==> src/rtl/amem_wait_seq.sv <==
module amem_wait_seq #(
  parameter int DW  = 16,
  parameter int TW  = 6,
  parameter int TOW = 9
) (
  input  logic           clk,
  input  logic           rst_n,
  input  logic [TW-1:0]  cfg_cs_off,
  input  logic [TW-1:0]  cfg_access,
  input  logic [TW-1:0]  cfg_cycle,
  input  logic           cfg_rd_wait_en,
  input  logic           cfg_wr_wait_en,
  input  logic           cfg_wait_pol,
  input  logic           cfg_to_en,
  input  logic [TOW-1:0] cfg_to_start,
  input  logic           req_valid,
  input  logic           req_write,
  input  logic [DW-1:0]  req_wdata,
  output logic           req_ready,
  output logic           rsp_valid,
  output logic           rsp_err,
  output logic [DW-1:0]  rsp_rdata,
  output logic           err_sticky,
  input  logic           err_clr,
  output logic           mem_cs,
  output logic           mem_oe,
  output logic           mem_we,
  output logic [DW-1:0]  mem_wdata,
  input  logic [DW-1:0]  mem_rdata,
  input  logic           mem_dvalid,
  input  logic           mem_wait
);
  logic           busy, wr;
  logic [1:0]     wait_q;
  logic [TW-1:0]  tcnt;
  logic [TOW-1:0] to_cnt;
  logic [DW-1:0]  wdata_q, rdata_q;
  logic           wait_act, hold, expire;

  assign wait_act = (wait_q[1] == cfg_wait_pol);
  assign hold     = busy && wait_act && (wr ? cfg_wr_wait_en : cfg_rd_wait_en);
  assign expire   = busy && cfg_to_en && !mem_dvalid && (to_cnt == '0);

  assign req_ready = !busy;
  assign mem_cs    = busy && (tcnt < cfg_cs_off);
  assign mem_oe    = mem_cs && !wr;
  assign mem_we    = mem_cs && wr;
  assign mem_wdata = wdata_q;
  assign rsp_rdata = rdata_q;

  always_ff @(posedge clk or negedge rst_n) begin
    if (!rst_n) begin
      wait_q     <= '0;
      busy       <= 1'b0;
      wr         <= 1'b0;
      tcnt       <= '0;
      to_cnt     <= '0;
      wdata_q    <= '0;
      rdata_q    <= '0;
      rsp_valid  <= 1'b0;
      rsp_err    <= 1'b0;
      err_sticky <= 1'b0;
    end else begin
      wait_q    <= {wait_q[0], mem_wait};
      rsp_valid <= 1'b0;
      if (!busy) begin
        if (req_valid) begin
          busy    <= 1'b1;
          wr      <= req_write;
          wdata_q <= req_wdata;
          tcnt    <= '0;
          to_cnt  <= cfg_to_start;
        end
      end else begin
        if (mem_dvalid)         to_cnt <= cfg_to_start;
        else if (to_cnt != '0)  to_cnt <= to_cnt - 1'b1;
        if (expire) begin
          busy      <= 1'b0;
          rsp_valid <= 1'b1;
          rsp_err   <= 1'b1;
        end else if (!hold) begin
          if (!wr && tcnt == cfg_access) rdata_q <= mem_rdata;
          if (tcnt == cfg_cycle) begin
            busy      <= 1'b0;
            rsp_valid <= 1'b1;
            rsp_err   <= 1'b0;
          end else begin
            tcnt <= tcnt + 1'b1;
          end
        end
      end
      if (expire)       err_sticky <= 1'b1;
      else if (err_clr) err_sticky <= 1'b0;
    end
  end
endmodule

==> config.mk <==
export PLATFORM = sky130hd
export DESIGN_NAME = amem_wait_seq
export DESIGN_NICKNAME = d
export VERILOG_FILES = /design/src/rtl/amem_wait_seq.sv
export SDC_FILE = /design/constraint.sdc
export NUM_CORES = 1
export LEC_CHECK = 0
export CAP_MARGIN = 20
export CORE_ASPECT_RATIO = 1.2
export CORE_UTILIZATION = 47
export DETAILED_ROUTE_END_ITERATION = 16
export PLACE_DENSITY_LB_ADDON = 0.15
export SETUP_SLACK_MARGIN = 0.15
export SLEW_MARGIN = 20
export SYNTH_ARGS = -nofsm -noshare
export SYNTH_HDL_FRONTEND = slang
export SYNTH_SLANG_ARGS = --single-unit
==> constraint.sdc <==
create_clock -name clk -period 3.6 [get_ports clk]
set_input_delay 1.08 -clock clk [delete_from_list [all_inputs] [get_ports clk]]
set_output_delay 1.08 -clock clk [all_outputs]
set_load 0.05 [all_outputs]
# Word level (Yosys, flattened, before mapping)
# Cells that the tools add are included.
[totals]
elab_cells = 70
input_bits = 70
regBits = 54
[op_classes]
reduce_logical = 22
n_addsub = 2
n_bitwise = 3
n_lt_le_gt_ge = 1
eq_ne = 8
muxes = 24
[op_table]
columns = ["op", "count"]
rows = [
  ["$mux 9", 4],
  ["$mux 6", 5],
  ["$mux 1", 15],
  ["$eq 6x6->1", 2],
  ["$logic_and 1x1->1", 9],
  ["$logic_not 9->1", 1],
  ["$reduce_bool 9->1", 1],
  ["$sub 9x1->9 const B", 1],
  ["$reduce_and 4->1", 2],
  ["$add 6x1->6 const B", 1],
  ["$lt 6x6->1", 1],
  ["$ne 2x2->1 const B", 3],
  ["$reduce_bool 2->1", 3],
  ["$reduce_and 2->1", 2],
  ["$logic_not 1->1", 3],
  ["$ne 3x2->1 const B", 1],
  ["$not 1->1", 3],
  ["$reduce_and 3->1", 1],
  ["$ne 2x1->1 const B", 1],
  ["$eq 1x1->1", 1],
]

# Depth between registers and ports, before layout
[logic_depth]
word_depth = 6
mapped_depth = 8
depth_no_buf = 7

# Worst setup path before layout
# No wires, ideal clock.
[synth_timing]
kind = "input port to output port"
start = "input cfg_cs_off[1]"
end = "output mem_oe"
path_slack_ps = -626
t_arrival_ps = 3146
cell_stages = 6
n_path_buf = 0
cell_sequence = "inv_1 -> ha_1 -> a21o_1 -> a21o_1 -> a21o_1 -> a311oi_1"
[synth_via]
elab_chain_len = 3
[synth_rtl]
columns = ["item", "line_no", "source"]
rows = [
  ["start, declared", "8", "input logic [TW-1:0] cfg_cs_off,"],
  ["$lt 6x6->1", "45", "assign mem_cs = busy && (tcnt < cfg_cs_off);"],
  ["$logic_and 1x1->1", "45", ""],
  ["$logic_and 1x1->1", "46", "assign mem_oe = mem_cs && !wr;"],
  ["end, declared", "26", "output logic mem_oe,"],
]
# Every way passes these cells.

# Final worst setup path
[layout_timing]
start = "input cfg_cs_off[1]"
end = "output mem_we"
[layout_via]
elab_chain_len = 3
[layout_rtl]
columns = ["item", "line_no", "source"]
rows = [
  ["$lt 6x6->1", "45", ""],
  ["$logic_and 1x1->1", "45", ""],
  ["$logic_and 1x1->1", "47", "assign mem_we = mem_cs && wr;"],
  ["end, declared", "27", "output logic mem_we,"],
]
# Every way passes these cells.

==> impl_metrics.ini <==
[run_status]
status = finished, final reports clean

[grt]
antenna_found_initial = 0
grt_use_total_pct = 21.99
first_global_vias = 2359
grt_first_pass_wirelength_microns = 10680
grt_max_degree = 22
grt_overflow_total = 0

[run]
maxCapViolCount = 0

[clocking]
clockBufferDepth = 2
cts-root-buf = clkbuf_8
tritoncts = yes
cts_htree_levels = 2
clkLatencyLatePin_ps = 310
post_cts_buffers = 0
numCtsBuffers = 5
clock_sinks = 54
clk_pin_slew_ps = 100
hold_buffers = 0

[timing]
rsz0062_at_grt = true
setup_viol = 0
relSlewSlack_pct = 63.79
slew_violations = 0
timing.fmax_ghz = 0.2866
final-hold-violation-count = 0
tightest_slew_ps = 541.5
final.period_utilization_pct = 96.94
fin_worst_skew_ps = 10.58
post-route-min-period_ps = 3490
fin_ws_ps = 110.2

[finish]
syn_to_final_growth_pct = 49.71
antennaDiodeCount = 0
instances_no_fill = 433
seq_area_sq_um = 1351
final_nets = 429
postLayoutCellArea_sq_um = 4198
multi_input_area_sq_um = 1445
final.fill_count = 434
layout_commonest_cell = clkdlybuf4s50_1
layout_common_cells = clkdlybuf4s50_1, dfrtp_1, mux2_2
drive_gt1_share_pct = 22.38

[logic_synthesis]
ys_seq_area_share_pct = 48.19
netlist_area_sq_um = 2804
postSynthNetCount = 315
yosys.area.top_type_share_pct = 48.19
synthCells = 238
synthArstFlopShare_pct = 100.0
synthTopCellsByArea = dfrtp_1, mux2_2, mux2_4, ha_1, o21ai_0
synth_seq_cells = 54
synth_edf_count = 0
yosysTopAreaCell = dfrtp_1
ys_warn_count = 0
ys_types = 50
avgSynthCellArea_sq_um = 11.78
ys.flop_type = dfrtp_1

[place]
dpl_worst_slack_ps = -453.8
gp_congestion = 0.7656
portBuffers = 108
dp.cells = 425
dp_hpwl_microns = 5048
place_area_sq_um = 4081

[die]
die_h_microns = 86.61
ios = 109
die_w_microns = 72.51
die_area_sq_um = 6280
fp.coreArea_sq_um = 5705
initial_core_util_pct = 49.14
placementRows = 30

[power]
p_per_area_nw_per_um2 = 757.9
p_leak_nw = 1.793
power_mw = 3.182
irDropWorstVdd_mv = 0.5526

[worst_hold_path]
whs_path_depth = 0
hp-class = reg2reg

[detailed_routing]
drt_iter0_markers = 127
wl_microns = 6436
vias = 2242
via_per_inst = 5.178
drt-pass1-iter-count = 4
wl_per_cell_microns = 14.86
ant_nets = 0
route.detailed.drc = 0

[setup_path]
start_kind = primary input
critPathCaptureType = output port
ff2ff_path_depth = 7
path_class = in2out
crit_required_ps = 2520
worstPathMaxFanout = 3
cp.arrival_ps = 2410
## cell usage after synthesis (3+ instances only)
master    number
a21o_1         3
nand3_1        8
a21oi_1       10
inv_1         10
o21ai_0       12
xnor2_1        6
nand4_1        4
mux2_2        22
or4_1          4
mux2_4        10
a31oi_1        3
nand3b_1       3
dfrtp_1       54
nor2_1        13
nor3_1         4
ha_1           7
xor2_1         5
clkbuf_1       3
nand2_1       14
## per-layer routing
layer	vias to the layer above	share of wire [%]	GRT usage (%)
met5	-	0	0
met4	0	2.3	7.130
met3	12	6.8	5.581
met2	79	51	38.32
met1	1074	40	26.38
li1	1077	-	-
## power breakdown
group,total (mW),internal (mW),switching (mW)
combinational,1.79,0.776,1.01
clock,0.346,0.140,0.207
sequential,1.05,0.826,0.221
## final timing paths
path                                 to     startpoint  slack [ps]
setup / recovery                 mem_we  cfg_cs_off[1]         110
hold / removal                wait_q[1]      wait_q[0]         360
setup reg to reg           rsp_rdata[4]      to_cnt[0]        1360
hold reg to reg               wait_q[1]      wait_q[0]         360
max in group asynchronous  rsp_rdata[4]          rst_n        2290
min in group asynchronous     to_cnt[3]          rst_n         680
## state kept, by name, summed over array words and instances, names as in the netlist
name	flops
mem_wdata	16
rsp_rdata	16
to_cnt	9
tcnt	6
wait_q	2
busy	1
err_sticky	1
rsp_err	1
rsp_valid	1
wr	1
## stage by stage
stage / hold WS (ps) / util (%) / TNS [ps]
2_1_floorplan: 331.2 / - / 0
3_3_place_gp: 337.2 / 71.54 / -1162
3_5_place_dp: 345.0 / 71.54 / -1261
4_1_cts: 369.7 / 73.57 / 0
5_1_grt: 380.0 / 73.57 / 0
6_report: 364.1 / 73.57 / 0
## critical path, stage by stage
cell      delay [ps]
buf_8            100
inv_8             40
ha_4             170
a21o_1           140
a21o_1           180
a21o_4           240
a311oi_4         260
buf_12           180
## layout make-up
class / instances / share of cell area (%)
clock buffer: 5 / 1.639
clock inverter: 3 / 0.5663
inverter: 11 / 1.162
multi-input combinational: 165 / 34.43
sequential: 54 / 32.19
tap: 80 / 2.384
timing repair buffer: 115 / 27.63
## what timing repair did
item                       CTS  global route
pin swaps                    9             0
resized for setup           19             0
setup endpoints to repair    3             3
## logic make-up (layout without fill, tap and decap cells)
| group | after synthesis | in the layout | synth area share (%) |
|---|---|---|---|
| AO/OA/AOI/OAI | 43 | 43 | 10.13 |
| XOR/XNOR | 13 | 13 | 4.596 |
| adder cells (fa/ha/maj) | 7 | 7 | 3.123 |
| buffers and inverters | 19 | 134 | 3.748 |
| flip-flops | 54 | 54 | 48.19 |
| multiplexers | 34 | 34 | 14.90 |
| AND/OR/NAND/NOR | 68 | 68 | 15.31 |
(Power assumes the default switching activity.)
